## src/rtl/skip_useq_pkg.sv

```systemverilog
package skip_useq_pkg;

  localparam int IR_W    = 8;   // microinstruction width
  localparam int DIST_W  = 4;   // skip distance / page offset width
  localparam int SEL_W   = 2;   // flag selector width
  localparam int NFLAG   = 4;   // size of the tested flag vector
  localparam int SEL_LO  = DIST_W;
  localparam int SEL_HI  = DIST_W + SEL_W - 1;

  typedef enum logic [1:0] {
    OPK_PLAIN,
    OPK_JDIR,
    OPK_JIND,
    OPK_SKIP
  } opk_e;

  // Flow class of a microinstruction word
  function automatic opk_e classify(input logic [IR_W-1:0] w);
    if (w[7:6] == 2'b11)      return OPK_SKIP;
    else if (w[7:4] == 4'h9)  return OPK_JDIR;
    else if (w[7:4] == 4'hB)  return OPK_JIND;
    return OPK_PLAIN;
  endfunction

endpackage

```

## src/rtl/skip_useq_irqflag.sv

```systemverilog
module skip_useq_irqflag #(
  parameter int SYNC_STAGES = 2
) (
  input  logic clk,
  input  logic rst_n,
  input  logic irq_req,
  input  logic irq_en,
  input  logic upd,
  output logic flag
);

  logic [SYNC_STAGES-1:0] chain_q;
  logic                   irq_sync;
  logic                   flag_q;

  generate
    if (SYNC_STAGES == 1) begin : g_one
      always_ff @(posedge clk or negedge rst_n) begin
        if (!rst_n) chain_q <= '0;
        else        chain_q <= irq_req;
      end
    end else begin : g_many
      always_ff @(posedge clk or negedge rst_n) begin
        if (!rst_n) chain_q <= '0;
        else        chain_q <= {chain_q[SYNC_STAGES-2:0], irq_req};
      end
    end
  endgenerate

  assign irq_sync = chain_q[SYNC_STAGES-1];

  // Active-low interrupt bit: 0 means a request was seen
  always_ff @(posedge clk or negedge rst_n) begin
    if (!rst_n)       flag_q <= 1'b1;
    else if (!irq_en) flag_q <= 1'b1;
    else if (upd)     flag_q <= ~irq_sync;
  end

  assign flag = flag_q;

  AST_IRQ_MASKED: assert property (@(posedge clk) disable iff (!rst_n)
    !irq_en |=> flag_q);

  AST_IRQ_KEEP: assert property (@(posedge clk) disable iff (!rst_n)
    (irq_en && !upd) |=> $stable(flag_q));

endmodule

```

## src/rtl/skip_useq_window.sv

```systemverilog
module skip_useq_window
  import skip_useq_pkg::*;
(
  input  logic              clk,
  input  logic              rst_n,
  input  logic [IR_W-1:0]   rom_data,
  input  logic [NFLAG-2:0]  cond_flags,
  input  logic              irq_flag,
  output logic [IR_W-1:0]   ir,
  output logic              skipping,
  output logic              irq_upd
);

  logic [IR_W-1:0]  ir_q;
  logic [NFLAG-1:0] flag_vec;
  logic             sel_bit;
  logic             held_skip;
  logic             dist_live;

  assign flag_vec  = {irq_flag, cond_flags};
  assign sel_bit   = flag_vec[ir_q[SEL_HI:SEL_LO]];
  assign held_skip = (classify(ir_q) == OPK_SKIP);
  assign dist_live = (ir_q[DIST_W-1:0] != '0);

  // Counting down replaces fetching while the tested bit is clear
  assign skipping = held_skip && dist_live && !sel_bit;

  always_ff @(posedge clk or negedge rst_n) begin
    if (!rst_n)
      ir_q <= '0;
    else if (skipping)
      ir_q <= {ir_q[IR_W-1:DIST_W], ir_q[DIST_W-1:0] - DIST_W'(1)};
    else
      ir_q <= rom_data;
  end

  // Interrupt sampling only at the head of a skip chain
  assign irq_upd = !skipping && (classify(rom_data) == OPK_SKIP) && !held_skip;
  assign ir      = ir_q;

  AST_SKIP_COUNTDOWN: assert property (@(posedge clk) disable iff (!rst_n)
    skipping |=> (ir_q[DIST_W-1:0] == $past(ir_q[DIST_W-1:0]) - DIST_W'(1))
                 && (ir_q[IR_W-1:DIST_W] == $past(ir_q[IR_W-1:DIST_W])));

  AST_SKIP_RELEASE: assert property (@(posedge clk) disable iff (!rst_n)
    (held_skip && sel_bit) |=> (ir_q == $past(rom_data)));

endmodule

```

## src/rtl/skip_useq_pc.sv

```systemverilog
module skip_useq_pc
  import skip_useq_pkg::*;
#(
  parameter int OP_W = 8,
  localparam int PC_W = OP_W + DIST_W
) (
  input  logic             clk,
  input  logic             rst_n,
  input  logic             skipping,
  input  logic [IR_W-1:0]  rom_data,
  input  logic [OP_W-1:0]  op_latch,
  output logic [PC_W-1:0]  pc_nxt
);

  logic [PC_W-1:0] pc_q;
  logic [PC_W-1:0] pc_inc;

  assign pc_inc = pc_q + PC_W'(1);

  always_comb begin
    pc_nxt = pc_inc;
    if (!skipping) begin
      case (classify(rom_data))
        OPK_JDIR: pc_nxt = PC_W'(rom_data[DIST_W-1:0]);
        OPK_JIND: pc_nxt = {op_latch, {DIST_W{1'b0}}};
        default:  pc_nxt = pc_inc;
      endcase
    end
  end

  always_ff @(posedge clk or negedge rst_n) begin
    if (!rst_n) pc_q <= '0;
    else        pc_q <= pc_nxt;
  end

  AST_PC_ADVANCE: assert property (@(posedge clk) disable iff (!rst_n)
    skipping |=> (pc_q == $past(pc_q) + PC_W'(1)));

  AST_DIRECT_JUMP: assert property (@(posedge clk) disable iff (!rst_n)
    (!skipping && rom_data[7:4] == 4'h9) |=> (pc_q == PC_W'($past(rom_data[DIST_W-1:0]))));

  AST_INDIRECT_JUMP: assert property (@(posedge clk) disable iff (!rst_n)
    (!skipping && rom_data[7:4] == 4'hB) |=> (pc_q == {$past(op_latch), {DIST_W{1'b0}}}));

endmodule

```

## src/rtl/skip_useq.sv

```systemverilog
module skip_useq
  import skip_useq_pkg::*;
#(
  parameter int OP_W        = 8,
  parameter int SYNC_STAGES = 2,
  localparam int PC_W       = OP_W + DIST_W
) (
  input  logic              clk,
  input  logic              rst_n,
  input  logic [IR_W-1:0]   rom_data,
  input  logic [NFLAG-2:0]  cond_flags,
  input  logic [OP_W-1:0]   op_latch,
  input  logic              irq_req,
  input  logic              irq_en,
  output logic [PC_W-1:0]   rom_addr,
  output logic [IR_W-1:0]   instr
);

  logic            skipping;
  logic            irq_upd;
  logic            irq_flag;
  logic [PC_W-1:0] pc_nxt;

  skip_useq_irqflag #(
    .SYNC_STAGES (SYNC_STAGES)
  ) u_irqflag (
    .clk     (clk),
    .rst_n   (rst_n),
    .irq_req (irq_req),
    .irq_en  (irq_en),
    .upd     (irq_upd),
    .flag    (irq_flag)
  );

  skip_useq_window u_window (
    .clk        (clk),
    .rst_n      (rst_n),
    .rom_data   (rom_data),
    .cond_flags (cond_flags),
    .irq_flag   (irq_flag),
    .ir         (instr),
    .skipping   (skipping),
    .irq_upd    (irq_upd)
  );

  skip_useq_pc #(
    .OP_W (OP_W)
  ) u_pc (
    .clk      (clk),
    .rst_n    (rst_n),
    .skipping (skipping),
    .rom_data (rom_data),
    .op_latch (op_latch),
    .pc_nxt   (pc_nxt)
  );

  // ROM samples the next address so its word is ready on the following cycle
  assign rom_addr = rst_n ? pc_nxt : '0;

  AST_RESET_QUIET: assert property (@(posedge clk)
    !rst_n |-> (instr == '0) && (rom_addr == '0));

endmodule

```

## config.mk

```make
export PLATFORM = sky130hd
export DESIGN_NAME = skip_useq
export DESIGN_NICKNAME = d
export VERILOG_FILES = /design/src/rtl/skip_useq_pkg.sv /design/src/rtl/skip_useq_irqflag.sv /design/src/rtl/skip_useq_window.sv /design/src/rtl/skip_useq_pc.sv /design/src/rtl/skip_useq.sv
export SDC_FILE = /design/constraint.sdc
export NUM_CORES = 1
export LEC_CHECK = 0
export CORE_MARGIN = 4
export CORE_UTILIZATION = 30
export DETAILED_ROUTE_END_ITERATION = 6
export GPL_ROUTABILITY_DRIVEN = 0
export PLACE_DENSITY_LB_ADDON = 0.05
export SLEW_MARGIN = 20
export SYNTH_ARGS = -nofsm -noshare
export SYNTH_HDL_FRONTEND = slang
export SYNTH_SLANG_ARGS = --single-unit
export TNS_END_PERCENT = 1
```

## constraint.sdc

```tcl
create_clock -name clk -period 4.3 [get_ports clk]
set_input_delay 0.43 -clock clk [delete_from_list [all_inputs] [get_ports clk]]
set_output_delay 0.43 -clock clk [all_outputs]
set_load 0.01 [all_outputs]
```

# Word level (Yosys, flattened, before mapping)
# Index checks and enable logic that the tools add are counted.
# word_totals
register_bits,23
latch_bits,0
mem_bits_rw,0
mem_bits_ro,0
input_bits,23
output_inout_bits,20
word_cells,53
n_memories,0
# classes
addsub,2
mul,0
div_mod_pow,0
magnitude_cmp,1
n_eq_ne,11
n_shift,0
muxes,25
bitwise,1
n_reduce_logical,8
# ops
operator,n
two-way mux 12 bit,2
one-hot mux 12 bit (2 select lines),1
two-way mux 2 bit,10
equality test 4 bit (second input constant),4
adder 12 x 1 -> 12 bit (second input constant),1
equality test 2 bit (second input constant),5
two-way mux 1 bit,10
logical AND 1 bit,4
two-way mux 4 bit,1
nonzero test 4 bit,1
subtractor 4 x 1 -> 4 bit (second input constant),1
logical NOT 1 bit,3
less-than comparator 2 x 3 -> 1 bit (second input constant),1
binary-select mux 1 bit (select 2 bit),1
equality test 2 x 1 -> 1 bit (second input constant),1
inequality test 2 x 1 -> 1 bit (second input constant),1
NOT 1 bit,1

# Logic depth before layout (Yosys ltp)
# depth
depth_word,15
ltp_mapped,7
mapped_depth_nobuf,6

# Cells and area by module
# A second synthesis with hierarchy kept.
# hier_totals
cells_unflattened,121
area_unflattened_um2,1295.0
# modules_own_cells
module,instances,cells_each,area_per_inst_um2,seq_area_each_um2
skip_useq_pc,1,69,690.7,300.3
skip_useq_window,1,33,410.4,200.2
skip_useq_irqflag,1,6,97.6,76.3
skip_useq,1,13,96.3,0.0

# Worst setup path after synthesis
# OpenSTA, ideal clock, no wires.
# synth_path
path_type,register -> output
startpoint,"register u_window.ir_q[4], in the netlist u_window.ir[4]"
endpoint,output rom_addr[1]
arrival_time_ns,1.870
t_required_ns,3.870
slack_ns,2.000
stages_incl_launch_ff,6
path_buffers,0
path_cell_list,dfrtp_1 > mux2_1 > a221o_1 > o21ai_4 > mux2_2 > and2_1
# synth_between
elab_chain_cells,10
elab_cells_between_ends,16
cone_classes,3 x eq/ne; 10 x mux; 3 x reduce/logical
# synth_rtl
element,line,text
"start, declared",skip_useq_window.sv:14,logic [IR_W-1:0] ir_q;
"start signal, assigned",skip_useq_window.sv:32,"ir_q <= {ir_q[IR_W-1:DIST_W], ir_q[DIST_W-1:0] - DIST_W'(1)};"
"start signal, assigned",skip_useq_window.sv:34,ir_q <= rom_data;
equality test 4 bit,skip_useq_pkg.sv:21,else if (w[7:4] == 4'hB) return OPK_JIND;
two-way mux 1 bit,skip_useq_pkg.sv:21,
two-way mux 1 bit,skip_useq_pkg.sv:20,else if (w[7:4] == 4'h9) return OPK_JDIR;
two-way mux 1 bit,skip_useq_pkg.sv:19,if (w[7:6] == 2'b11) return OPK_SKIP;
two-way mux 2 bit,skip_useq_pkg.sv:22,return OPK_PLAIN;
equality test 2 bit,skip_useq_window.sv:22,assign held_skip = (classify(ir_q) == OPK_SKIP);
logical AND 1 bit,skip_useq_window.sv:26,assign skipping = held_skip && dist_live && !sel_bit;
logical AND 1 bit *,skip_useq_window.sv:26,
two-way mux 12 bit *,skip_useq_pc.sv:22,if (!skipping) begin
net pc_nxt[1],skip_useq.sv:22,logic [PC_W-1:0] pc_nxt;
two-way mux 12 bit *,skip_useq.sv:58,assign rom_addr = rst_n ? pc_nxt : '0;
"end, declared",skip_useq.sv:15,"output logic [PC_W-1:0] rom_addr,"
# The timed path passes the listed nets; every way through them passes the cells marked *. The select of a mux whose other input is x is not followed.

# Worst setup path after layout
# layout_path
startpoint,input cond_flags[2]
endpoint,output rom_addr[1]
# layout_between
elab_chain_cells,6
# layout_rtl
element,line,text
"start, declared",skip_useq.sv:11,"input logic [NFLAG-2:0] cond_flags,"
binary-select mux 1 bit (select 2 bit),skip_useq_window.sv:21,assign sel_bit = flag_vec[ir_q[SEL_HI:SEL_LO]];
two-way mux 1 bit (not written as such),skip_useq_window.sv:21,
logical NOT 1 bit,skip_useq_window.sv:26,
logical AND 1 bit,skip_useq_window.sv:26,
two-way mux 12 bit,skip_useq_pc.sv:22,
net pc_nxt[1],skip_useq.sv:22,
two-way mux 12 bit,skip_useq.sv:58,
# The timed path passes the listed nets, and every way through them passes these cells. The select of a mux whose other input is x is not followed.

==> impl_metrics.env <==
export IMPL_holdWs_ns=0.362
export IMPL_synth_simple_area_share_pct=20.9
export IMPL_viasPerCell=4.49
export IMPL_drc_errors=0
export IMPL_placed_area_mm2=0.00171
export IMPL_fin_crit_ns=3.43
export IMPL_detail_route_antenna_nets=0
export IMPL_antenna_found_initial=0
export IMPL_grt_pass1_vias=1060
export IMPL_clk_pin_slew_ns=0.08
export IMPL_dieArea_mm2=0.00523
export IMPL_start_kind="primary input"
export IMPL_io_buffer_count=42
export IMPL_drt_iter0_drc=9
export IMPL_peakVddDrop_v=0.000272
export IMPL_p_leak_nw=0.765
export IMPL_clk_path_buf_depth=2
export IMPL_synth_seq_cells=23
export IMPL_ys_types=27
export IMPL_mostFrequentLayoutCell="clkdlybuf4s50_1"
export IMPL_r2r_end="u_pc.pc_q[1]"
export IMPL_synthAdderAreaFrac_pct=2.02
export IMPL_core_mm2=0.00400
export IMPL_gr_total_overflow=0
export IMPL_drv_cap=0
export IMPL_hp_class="reg -> reg"
export IMPL_tightestPinTransition_ns=0.531
export IMPL_boundaryPins=43
export IMPL_insertion_delay_ns=0.26
export IMPL_grt_usage_pct=11.4
export IMPL_p_per_area_mw_per_mm2=441
export IMPL_rrSetupSlack_ns=2.17
export IMPL_min_from="u_irqflag.chain_q[0]"
export IMPL_synth_area_per_cell_um2=10.2
export IMPL_slew_headroom_pct=64.5
export IMPL_period_share_pct=79.9
export IMPL_fin_nets=193
export IMPL_worstPathRequired_ns=3.87
export IMPL_start_util_pct=31.0
export IMPL_num_antenna_cells=0
export IMPL_synth_mux_area_share_pct=13.3
export IMPL_setup_slack_ns=0.866
export IMPL_cts_sinks=23
export IMPL_status="complete, no violations"
export IMPL_mostFrequentLayoutCells="clkdlybuf4s50_1, dfrtp_1, nand2_1, mux2i_1, and2_1"
export IMPL_syn_nets=147
export IMPL_cts_repair_resized=0
export IMPL_root_buffer="clkbuf_8"
export IMPL_hold_viol_final=0
export IMPL_yosys_warnings=0
export IMPL_syn_area_mm2=0.00124
export IMPL_drive_gt1_share_pct=8.38
export IMPL_reg2reg_from="u_window.ir[4]"
export IMPL_yosysSeqAreaShare_pct=46.5
export IMPL_dp_hpwl_mm=2.14
export IMPL_cp_max_fo=12
export IMPL_rsz0062_at_grt="no"
export IMPL_grt_max_degree=21
export IMPL_drv_slew=0
export IMPL_end_kind="output pin"
export IMPL_synth_xor_area_share_pct=8.48
export IMPL_fin_worst_skew_ns=0.00198
export IMPL_htree_num_levels=1
export IMPL_cts_tree="built"
export IMPL_rr_worst_depth=4
export IMPL_tns_ns=0
export IMPL_wl_mm=2.73
export IMPL_postCtsSetupBuffers=0
export IMPL_placedCellCount=213
export IMPL_wl_per_cell_um=12.6
export IMPL_synth_top_family_by_area="simple AND/OR/NAND/NOR gates"
export IMPL_finalNonFillerCells=217
export IMPL_holdBufCountCts=0
export IMPL_synth_compound_area_share_pct=4.74
export IMPL_dr_pass1_iters=3
export IMPL_post_place_ws_ns=0.848
export IMPL_setup_viol_count_final=0
export IMPL_synth_cells=122
export IMPL_grt_pass1_wl_mm=4.66
export IMPL_area_growth_pct=41.7
export IMPL_min_to="u_irqflag.chain_q[1]"
export IMPL_vias=974
export IMPL_crit_arrival_ns=3.00
export IMPL_rows=23
export IMPL_die_w_um=72.3
export IMPL_holdPathStages=0
export IMPL_cp_startpoint="cond_flags[2]"
export IMPL_max_freq_ghz=0.291
export IMPL_cts_buffers=3
export IMPL_fp_dieH_um=72.3
export IMPL_path_class="in -> out"
export IMPL_finalInstanceArea_mm2=0.00176
[through the flow]
stage               utilization, %  power, mW
floorplan                        -      0.504
global placement              42.8      0.643
detailed placement            42.8      0.647
CTS                           43.9      0.786
global route                  43.9      0.834
finish                        43.9      0.774
[logic make-up after synthesis]
| family | Yosys count |
|---|---|
| adder cells (fa/ha/maj) | 2 |
| multiplexers | 16 |
| buffers and inverters | 9 |
| AND/OR/NAND/NOR | 52 |
| XOR/XNOR | 12 |
| flip-flops | 23 |
| AO/OA/AOI/OAI | 8 |
[worst max-delay path by stage]
stage / endpoint / slack [ns] / cells past startpoint
after global placement: rom_addr[1] / 0.85 / 7
after global routing: rom_addr[1] / 0.74 / 7
after detailed placement: rom_addr[1] / 0.85 / 7
after CTS: rom_addr[1] / 0.83 / 7
final: rom_addr[1] / 0.87 / 7
after floorplan: rom_addr[1] / 2.00 / 5
[synth_stat cells]
master	instances	share of area (%)
mux2_1	1	0.91
and2_1	12	6.1
nand2_1	13	3.9
o211ai_1	1	0.61
nand4_1	1	0.50
nor4_1	1	0.50
o21ai_4	1	1.3
nor3_1	4	1.6
mux2_2	3	2.7
buf_12	1	1.6
ha_1	2	2.0
dfrtp_1	22	44
nor2_2	1	0.50
clkbuf_1	2	0.61
nor2b_1	1	0.50
nand3_1	5	2.0
xnor2_1	11	7.8
o21ai_0	2	0.81
mux2i_1	12	9.7
inv_1	6	1.8
nor2_1	9	2.7
a21oi_1	3	1.2
dfstp_2	1	2.1
or2_2	2	1.0
xor2_1	1	0.71
nand2b_1	3	1.5
a221o_1	1	0.81
[power by group]
group          switching (mW)  internal [mW]
clock network          0.0699         0.0646
registers              0.0502          0.276
logic                   0.133          0.180
[critical path, stage by stage]
cell and delay [ns]:
clkdlybuf4s50_1 0.39, mux2_1 0.28, a221o_1 0.38, o21ai_4 0.48
mux2_2 0.40, and2_1 0.16, clkdlybuf4s50_1 0.48
[layout make-up]
type / count / area, um2
Multi-Input combinational cell: 90 / 613
Inverter: 6 / 22.5
Clock inverter: 1 / 5.00
Clock buffer: 3 / 41.3
Timing Repair Buffer: 44 / 435
Sequential cell: 23 / 577
Tap cell: 50 / 62.6
Fill cell: 376 / 2240
[state kept, by name, indices dropped and copies added, names as in the netlist]
signal,count
u_irqflag.chain_q,2
u_window.ir,8
u_irqflag.flag,1
u_pc.pc_q,12
[per-layer routing]
layer,up-vias,GRT usage (%),wire length (um)
met1,462,15.1,1250
li1,491,-,-
met5,-,0,0
met2,19,18.5,1350
met3,2,2.35,116
met4,0,3.76,19
No activity file was read; power rests on OpenSTA's default activity.
